## src/rtl/pfd_pkg.sv

```systemverilog
package pfd_pkg;
  localparam int unsigned MODE_W = 2;
  localparam int unsigned N_SIG  = 2;
  localparam int unsigned IDX_REF = 0;
  localparam int unsigned IDX_DIV = 1;

  typedef enum logic [MODE_W-1:0] {
    OUT2_PFD  = 2'b00,
    OUT2_HIZ  = 2'b01,
    OUT2_PORT = 2'b10,
    OUT2_RSVD = 2'b11
  } out2_mode_e;
endpackage

```

## src/rtl/pfd_edge_det.sv

```systemverilog
module pfd_edge_det #(
  parameter int unsigned W = 2
) (
  input  logic         clk_i,
  input  logic         rst_ni,
  input  logic [W-1:0] sig_i,
  output logic [W-1:0] rise_o
);
  logic [W-1:0] prev_q;

  for (genvar g = 0; g < W; g++) begin : g_bit
    always_ff @(posedge clk_i or negedge rst_ni) begin
      if (!rst_ni) prev_q[g] <= 1'b0;
      else         prev_q[g] <= sig_i[g];
    end
    assign rise_o[g] = sig_i[g] & ~prev_q[g];
  end
endmodule

```

## src/rtl/pfd_core.sv

```systemverilog
module pfd_core (
  input  logic clk_i,
  input  logic rst_ni,
  input  logic ref_rise_i,
  input  logic div_rise_i,
  output logic up_o,
  output logic dn_o
);
  logic up_q, dn_q, up_set, dn_set, clr;

  assign up_set = up_q | div_rise_i;
  assign dn_set = dn_q | ref_rise_i;
  // AND reset: both pending -> clear both in the same cycle
  assign clr    = up_set & dn_set;

  always_ff @(posedge clk_i or negedge rst_ni) begin
    if (!rst_ni) begin
      up_q <= 1'b0;
      dn_q <= 1'b0;
    end else begin
      up_q <= up_set & ~clr;
      dn_q <= dn_set & ~clr;
    end
  end

  assign up_o = up_q;
  assign dn_o = dn_q;
endmodule

```

## src/rtl/pfd_out_mux.sv

```systemverilog
module pfd_out_mux
  import pfd_pkg::*;
(
  input  logic              up_i,
  input  logic              dn_i,
  input  logic [MODE_W-1:0] mode_i,
  input  logic              port_bit_i,
  output logic              out1_en_o,
  output logic              out1_val_o,
  output logic              out2_en_o,
  output logic              out2_val_o
);
  logic cmp_en, cmp_val;

  assign cmp_en  = up_i | dn_i;
  assign cmp_val = up_i;

  assign out1_en_o  = cmp_en;
  assign out1_val_o = cmp_val;

  always_comb begin
    out2_en_o  = 1'b0;
    out2_val_o = 1'b0;
    unique case (out2_mode_e'(mode_i))
      OUT2_PFD: begin
        out2_en_o  = cmp_en;
        out2_val_o = cmp_val;
      end
      OUT2_PORT: begin
        out2_en_o  = 1'b1;
        out2_val_o = port_bit_i;
      end
      OUT2_HIZ, OUT2_RSVD: begin
        out2_en_o  = 1'b0;
        out2_val_o = 1'b0;
      end
      default: begin
        out2_en_o  = 1'b0;
        out2_val_o = 1'b0;
      end
    endcase
  end
endmodule

```

## src/rtl/pfd_tristate.sv

```systemverilog
module pfd_tristate
  import pfd_pkg::*;
(
  input  logic              clk_i,
  input  logic              rst_ni,
  input  logic              ref_i,
  input  logic              div_i,
  input  logic [MODE_W-1:0] out2_mode_i,
  input  logic              port_bit_i,
  output logic              out1_en_o,
  output logic              out1_val_o,
  output logic              out2_en_o,
  output logic              out2_val_o
);
  logic [N_SIG-1:0] sig, rise;
  logic up, dn;

  assign sig[IDX_REF] = ref_i;
  assign sig[IDX_DIV] = div_i;

  pfd_edge_det #(.W(N_SIG)) u_edge (
    .clk_i  (clk_i),
    .rst_ni (rst_ni),
    .sig_i  (sig),
    .rise_o (rise)
  );

  pfd_core u_core (
    .clk_i      (clk_i),
    .rst_ni     (rst_ni),
    .ref_rise_i (rise[IDX_REF]),
    .div_rise_i (rise[IDX_DIV]),
    .up_o       (up),
    .dn_o       (dn)
  );

  pfd_out_mux u_mux (
    .up_i       (up),
    .dn_i       (dn),
    .mode_i     (out2_mode_i),
    .port_bit_i (port_bit_i),
    .out1_en_o  (out1_en_o),
    .out1_val_o (out1_val_o),
    .out2_en_o  (out2_en_o),
    .out2_val_o (out2_val_o)
  );
endmodule

```

## config.mk

```make
export PLATFORM = sky130hd
export DESIGN_NAME = pfd_tristate
export DESIGN_NICKNAME = d
export VERILOG_FILES = /design/src/rtl/pfd_pkg.sv /design/src/rtl/pfd_edge_det.sv /design/src/rtl/pfd_core.sv /design/src/rtl/pfd_out_mux.sv /design/src/rtl/pfd_tristate.sv
export SDC_FILE = /design/constraint.sdc
export NUM_CORES = 1
export LEC_CHECK = 0
export BUFFER_PORTS_ARGS = -buffer_cell sky130_fd_sc_hd__buf_2
export CAP_MARGIN = 40
export CORE_AREA = 4 4 41 43
export DETAILED_ROUTE_END_ITERATION = 10
export DIE_AREA = 0 0 45 47
export GPL_TIMING_DRIVEN = 1
export PLACE_DENSITY = 0.3
export REMOVE_ABC_BUFFERS = 1
export SYNTH_ARGS = -nofsm -noshare
export SYNTH_HDL_FRONTEND = slang
export SYNTH_SLANG_ARGS = --single-unit
```

## constraint.sdc

```tcl
create_clock -name clk_i -period 0.95 [get_ports clk_i]
set_clock_uncertainty 0.05 [all_clocks]
set_input_delay 0.095 -clock clk_i [delete_from_list [all_inputs] [get_ports clk_i]]
set_output_delay 0.095 -clock clk_i [all_outputs]
set_load 0.05 [all_outputs]
```

After elaboration in Yosys (flattened, before gate mapping)
Index checks and enable logic that the tools add are counted.
- flip-flop bits (word level): 4
- input bits: 7
- output and inout port bits: 4
- word-level logic and storage cells: 22
- eq/ne operators: 3
- mux-type cells: 2
- bitwise logic cells: 11
- reduce and logical (&&, ||, !) cells: 2
- operators with widths (operator ; number):
    case mux 1 bit (3 select lines) ; 2
    bitwise AND 1 bit ; 5
    == test 2 bit, second input constant ; 2
    NOT 1 bit ; 3
    OR 1 bit ; 3
    == test 2 x 1 -> 1 bit, second input constant ; 1
    logical NOT 2 bit ; 1
    OR reduction 2 bit ; 1

Longest topological paths before layout
Gate-level depths: netlist of run 1.
- depth after elaboration: 6
- depth in mapped cells: 2
- gate-level depth less buffers: 2

By module
Synthesis of run 1 repeated with hierarchy kept, for this count alone.
- cell total of the unflattened synthesis: 15
- area, all modules: 182.7 µm²
- by module, submodules not included (module ; times used ; cells an instance ; area each (µm²) ; sequential area each (µm²)):
    pfd_edge_det ; 1 ; 4 ; 77.6 ; 50.0
    pfd_core ; 1 ; 5 ; 68.8 ; 50.0
    pfd_out_mux ; 1 ; 6 ; 36.3 ; 0.0

Worst setup path before layout of run 1
Ideal clock, no wire load.
- path kind: register to output
- from: reg u_core.up_q, in the netlist u_core.up_o
- to: out out2_val_o
- arrival: 1.444 ns
- required time: 0.805 ns
- setup slack: -0.639 ns
- cell stages (with the launch flop): 3
- buffers on the path: 0
- path through: dfrtp_1 > mux2i_1 > nor2_1
- cells in the longest elaborated chain, start to end: 1
- RTL lines (item ; RTL line ; text):
    start: declaration ; pfd_core.sv:9 ; logic up_q, dn_q, up_set, dn_set, clr;
    start signal: assignment ; pfd_core.sv:21 ; up_q <= up_set & ~clr;
    case mux 1 bit (3 select lines) ; pfd_out_mux.sv:24 ; unique case (out2_mode_e'(mode_i))
    end: declaration ; pfd_tristate.sv:13 ; output logic out2_val_o
No other way between the ends.

Worst setup path after layout of run 1
- from: reg u_core.up_q, in the netlist u_core.up_o
- to: out out1_en_o
- cells in the longest elaborated chain, start to end: 1
- RTL lines (item ; RTL line ; text):
    OR 1 bit ; pfd_out_mux.sv:15 ; assign cmp_en = up_i | dn_i;
    end: declaration ; pfd_tristate.sv:10 ; output logic out1_en_o,
No other way between the ends.

==> results of run 1 <==
cells in the final DEF (no fill, tap or decap):
cell type	n
a211oi_2	1
buf_2	6
nor2_1	2
buf_6	4
dlygate4sd3_1	3
or2_4	1
clkbuf_4	3
nor2b_2	1
buf_8	1
o211a_1	1
nand2b_1	1
nor3_2	1
mux2i_1	1
dfrtp_1	3
inv_1	1
buf_4	3
dfrtp_2	1
timing repair:
action | in CTS | in global routing
setup endpoints to repair | 4 | 6
setup buffers | 1 | 2
pin swaps | 3 | 1
hold buffers | 3 | 0
hold endpoints to repair | 6 | 0
gates resized for setup | 10 | 4
registers in the layout, indices dropped and copies added, names as in the netlist:
| register | cells |
|---|---|
| u_core.dn_o | 1 |
| u_core.up_o | 1 |
| u_edge.prev_q | 2 |
power by group through the flow:
stage	clock network, mW	registers [mW]	logic, mW
final	0.204	0.205	0.273
after global routing	0.225	0.208	0.292
after CTS	0.222	0.204	0.248
after detailed placement	0	0.203	0.183
after global placement	0	0.203	0.183
after floorplan	0	0.226	0.105
worst reg2reg max path, delay by kind of cell, from the launching register on:
kind,cells,cell delay [ps]
flip-flops,1,390
buffers and inverters,2,250
AO/OA/AOI/OAI,1,190
routing by layer:
| layer | vias up | GRT usage [%] | share of wire [%] |
|---|---|---|---|
| met5 | - | 0 | 0 |
| met4 | 0 | 5.26 | 0.94 |
| met3 | 2 | 3.45 | 13 |
| met2 | 9 | 7.06 | 46 |
| met1 | 79 | 5.05 | 39 |
| li1 | 92 | - | - |
per-stage QoR:
stage                     hold slack, ps  setup slack (ps)  setup TNS [ps]
after floorplan                     -251              -639           -1770
after global placement              -142             -84.7            -113
after detailed placement            -141             -97.3            -140
after CTS                            147              -246            -855
after global routing                 164              -267            -989
final                                144              -232            -773
Yosys cell counts:
cell type	instances	area, um^2
o211a_1	1	10.0
mux2i_1	1	10.0
a211oi_2	1	12.5
dfrtp_1	4	100
nand2b_1	1	6.26
nor2_1	2	7.51
nor2b_2	1	8.76
or2_2	1	6.26
inv_1	1	3.75
nor3_1	1	5.00
cells by family after synthesis:
logic type | synth area share [%]
AND/OR/NAND/NOR | 19.9
buffers and inverters | 2.20
AO/OA/AOI/OAI | 13.2
flip-flops | 58.8
multiplexers | 5.88
cell type report:
class                      count  area share (%)
tap                           15            5.17
sequential                     4            27.9
multi-input combinational      9            20.3
clock buffer                   3            6.21
inverter                       1            1.03
timing repair buffer          17            39.3
worst max-delay path by stage:
stage	to	from
final	out1_en_o	u_core.up_o
after global routing	out1_en_o	u_core.up_o
after CTS	out1_en_o	u_core.up_o
after detailed placement	out1_en_o	u_core.up_o
after global placement	out1_en_o	u_core.up_o
after floorplan	out2_val_o	u_core.up_o
==> impl_metrics.tcl, run 1 <==
set metrics [dict create \
    wl_um 427 \
    p_int_mw 0.465 \
    holdPathEnd "u_core.up_o" \
    avgSynthCellArea_um2 12.2 \
    dpl.cell_count 40 \
    reg2reg_depth 3 \
    clkPwrFrac_pct 29.9 \
    p_total_mw 0.683 \
    required_ps 810 \
    avgViaCountPerCell 3.71 \
    grt_overflow 0 \
    regToRegStartpoint "u_core.dn_o" \
    drive_gt1_share_pct 64.7 \
    fillerInstances 144 \
    clockRootBuffer "clkbuf_4" \
    drt-pass1-iter-count 1 \
    p_leak_nw 0.183 \
    nets 43 \
    ys_ff_latch 4 \
    first_global_vias 183 \
    insertion_delay_ps 230 \
    power.share.sequential_pct 30.0 \
    hold_violations 0 \
    rsz0062_at_grt "yes" \
    ys_types 10 \
    utilization_pct 27.9 \
    grt_pass1_wl_um 710 \
    core_um2 1300 \
    max_stage_delay_ps 420 \
    p_per_area_nw_per_um2 1880 \
    critPathLaunchType "flop" \
    layout.cells.non_filler 49 \
    slowest_stage "dfrtp_2" \
    yosysSeqAreaShare_pct 58.8 \
    clk_pin_slew_ps 40 \
    peakVddDrop_uv 519 \
    num_rows 13 \
    antenna_found_initial 0 \
    max_slew_margin_pct 91.8 \
    crit_fanout 5 \
    hp-start "ref_i" \
    drt_first_iter_violations 0 \
    die_w_um 45 \
    fmax_mhz 846 \
    cp-end-kind "primary output" \
    cts_buffers 3 \
    r2r-end "u_core.dn_o" \
    cts_tree "yes" \
    routabilityCongestion 0.682 \
    portBuffers 10 \
    stdcell_area_um2 363 \
    synth_warnings 0 \
    vias 182 \
    die_y_um 47 \
    combPwrFrac_pct 40.0 \
    netSwitchingFraction_pct 31.9 \
    syn2layout_area_growth_pct 113 \
    reg2reg_slack_ps -40 \
    clkSinkCount 4 \
    antennaDiodeCount 0 \
    grt_use_total_pct 5.15 \
    multi_input_area_um2 73.8 \
    worst_slack_ps -232 \
    path_depth 2 \
    syn_area_um2 170 \
    avgRoutedWirePerCell_um 8.71 \
    cp_top_family "flip-flops" \
    syn-instance-count 14 \
    cp_data_arrival_time_ps 1040 \
    clockBufferDepth 2 \
    drt.antenna.violating_nets 0 \
    start_util_pct 13.1 \
    hold_path_class "in -> reg" \
    place_area_um2 246 \
    h-tree-depth 1 \
    tightest_slew_ps 119 \
    violations "setup timing" \
    setup_viol 5 \
    grt_max_degree 6 \
    register_area_um2 101 \
    period_share_pct 124 \
    holdPathStages 3 \
    outcome "finished with violations" \
    path_class "reg -> out" \
    maxCapViolations 0 \
    p_sw_mw 0.218 \
    die_area_um2 2120 \
    path_buf_inv 1 \
    slew_viol_final 0 \
    crit_chain "or2_4 -> buf_8" \
    period_minus_slack_ps 1180 \
    drc 0 \
    io-pin-count 11 \
]
(Power assumes the default switching activity.)
==> inputs of run 2 (changes only) <==
--- a/config.mk
+++ b/config.mk
@@ -13,5 +13,4 @@
 export GPL_TIMING_DRIVEN = 1
 export PLACE_DENSITY = 0.3
-export REMOVE_ABC_BUFFERS = 1
 export SYNTH_ARGS = -nofsm -noshare
 export SYNTH_HDL_FRONTEND = slang
==> constraint.sdc (replaced) <==
create_clock -name clk_i -period 0.95 [get_ports clk_i]
set_clock_uncertainty 0.05 [all_clocks]
set_input_delay 0.1425 -clock clk_i [delete_from_list [all_inputs] [get_ports clk_i]]
set_output_delay 0.1425 -clock clk_i [all_outputs]
set_load 0.05 [all_outputs]
==> run 2 against run 1 <==
Largest cell class unchanged. Critical endpoint unchanged. The run still ends with setup timing left. Count of clock-buffer cells in the layout rose by 1. Critical path type unchanged. Register-to-register slack got worse by 60 ps. Cell count did not move. Die area did not move. Total power rose by 7.3%. Sequential share of layout area fell by 1.9 points. Fmax fell by 6.6%. First-iteration DRC count did not move. Worst setup slack got worse by 84 ps.
==> impl_metrics.tcl, run 2 (synthesized netlist as in run 1, its figures left out) <==
set metrics [dict create \
    stdcell_area_um2 389 \
    vias 179 \
    crit_fanout 4 \
    regToRegStartpoint "u_core.dn_o" \
    hp-start "div_i" \
    multi_input_area_um2 108 \
    crit_chain "or2_4 -> buf_8" \
    mostFrequentLayoutCell "buf_2" \
    portBuffers 10 \
    die_y_um 47 \
    largest_register_ffs 2 \
    clk_pin_slew_ps 40 \
    critPathLaunchType "flop" \
    max_stage_delay_ps 440 \
    clockRootBuffer "clkbuf_4" \
    cts_buffers 3 \
    antennaDiodeCount 0 \
    outcome "finished with violations" \
    worst_slack_ps -316 \
    holdPathEnd "u_core.up_o" \
    tightest_slew_ps 170 \
    cts_tree "yes" \
    max_slew_margin_pct 88.4 \
    hold_slack_ps 152 \
    required_ps 760 \
    p_total_mw 0.733 \
    place_area_um2 275 \
    p_leak_nw 0.180 \
    core_um2 1300 \
    period_share_pct 133 \
    clockBufferDepth 2 \
    maxCapViolations 0 \
    drc 0 \
    cp_top_family "flip-flops" \
    setup_viol 5 \
    num_rows 13 \
    reg2reg_slack_ps -100 \
    drive_gt1_share_pct 70.6 \
    regMostFlops "u_edge.prev_q" \
    hold_path_class "in -> reg" \
    nets 42 \
    wl_um 409 \
    slew_viol_final 0 \
    cp_data_arrival_time_ps 1070 \
    p_per_area_nw_per_um2 1880 \
    grt_max_degree 5 \
    fillerInstances 144 \
    peakVddDrop_uv 781 \
    path_class "reg -> out" \
    syn2layout_area_growth_pct 129 \
    die_w_um 45 \
    clkSinkCount 4 \
    die_area_um2 2120 \
    routabilityCongestion 0.626 \
    syn_nets 21 \
    h-tree-depth 1 \
    r2r-end "u_core.dn_o" \
    first_global_vias 193 \
    start_util_pct 13.1 \
    slowest_stage "dfrtp_2" \
    drt.antenna.violating_nets 0 \
    period_minus_slack_ps 1270 \
    hold_violations 0 \
    antenna_found_initial 0 \
    insertion_delay_ps 240 \
    dpl.cell_count 41 \
    avgViaCountPerCell 3.65 \
    io-pin-count 11 \
    drt_first_iter_violations 0 \
    grt_overflow 0 \
    fmax_mhz 790 \
    layout.cells.non_filler 49 \
    cp-end-kind "primary output" \
    holdPathStages 3 \
    dp_slack_ps -146 \
    drt-pass1-iter-count 1 \
    path_depth 2 \
    rsz0062_at_grt "yes" \
    grt_use_total_pct 5.78 \
    violations "setup timing" \
    path_buf_inv 1 \
    reg2reg_depth 3 \
    grt_pass1_wl_um 765 \
    register_area_um2 101 \
    avgRoutedWirePerCell_um 8.35 \
]
==> run 2: cell count changes in the layout (fill, tap and decap cells not counted) <==
cell,before,now
nor2_1,2,0
nor2_4,0,2
buf_6,4,3
clkbuf_1,0,1
mux2i_1,1,0
mux2i_4,0,1
nor3_2,1,0
nor3_4,0,1
==> run 2: final cells by class <==
class                   count  area share [%]
multi-input cells           9            27.7
clock buffers               4            6.75
flip-flops and latches      4            26.0
well taps                  15            4.82
inverters                   1           0.965
repair buffers             16            33.8
==> run 2: per-stage QoR <==
stage	TNS, ps	util, %
5_1_grt	-1510	29.9
2_1_floorplan	-575	-
4_1_cts	-1180	29.3
3_3_place_gp	-394	21.2
6_report	-1220	29.9
3_5_place_dp	-427	21.2
==> run 2: power by group <==
group	internal [mW]	switching [mW]
combinational	0.138	0.149
sequential	0.189	0.0217
clock	0.158	0.0771
total	0.485	0.247
==> run 2: worst max-delay path by stage <==
stage / slack, ps / end / startpoint
5_1_grt: -370 / out1_en_o / u_core.up_o
3_3_place_gp: -140 / out1_en_o / u_core.up_o
2_1_floorplan: -220 / out2_val_o / u_core.up_o
4_1_cts: -330 / out1_en_o / u_core.dn_o
6_report: -320 / out1_en_o / u_core.up_o
3_5_place_dp: -150 / out2_val_o / u_core.up_o
==> run 2: routing by layer <==
layer	vias up	part of all wire [%]	track usage, %
met5	-	0	0
met4	0	0	1.75
met3	0	16	6.90
met2	12	47	8.47
met1	81	37	5.05
li1	86	-	-
==> run 2: what timing repair did <==
action | 4_1_cts | 5_1_grt
resized for setup | 13 | 0
pin swaps | 2 | 0
endpoints found under the hold margin | 6 | 0
endpoints found under the setup margin | 4 | 5
hold buffers | 3 | 0
setup buffers | 0 | 1
==> run 2: tightest hold or removal path: stages <==
cell,delay [ps]
buf_2,100
nand2b_1,90
a211oi_2,70
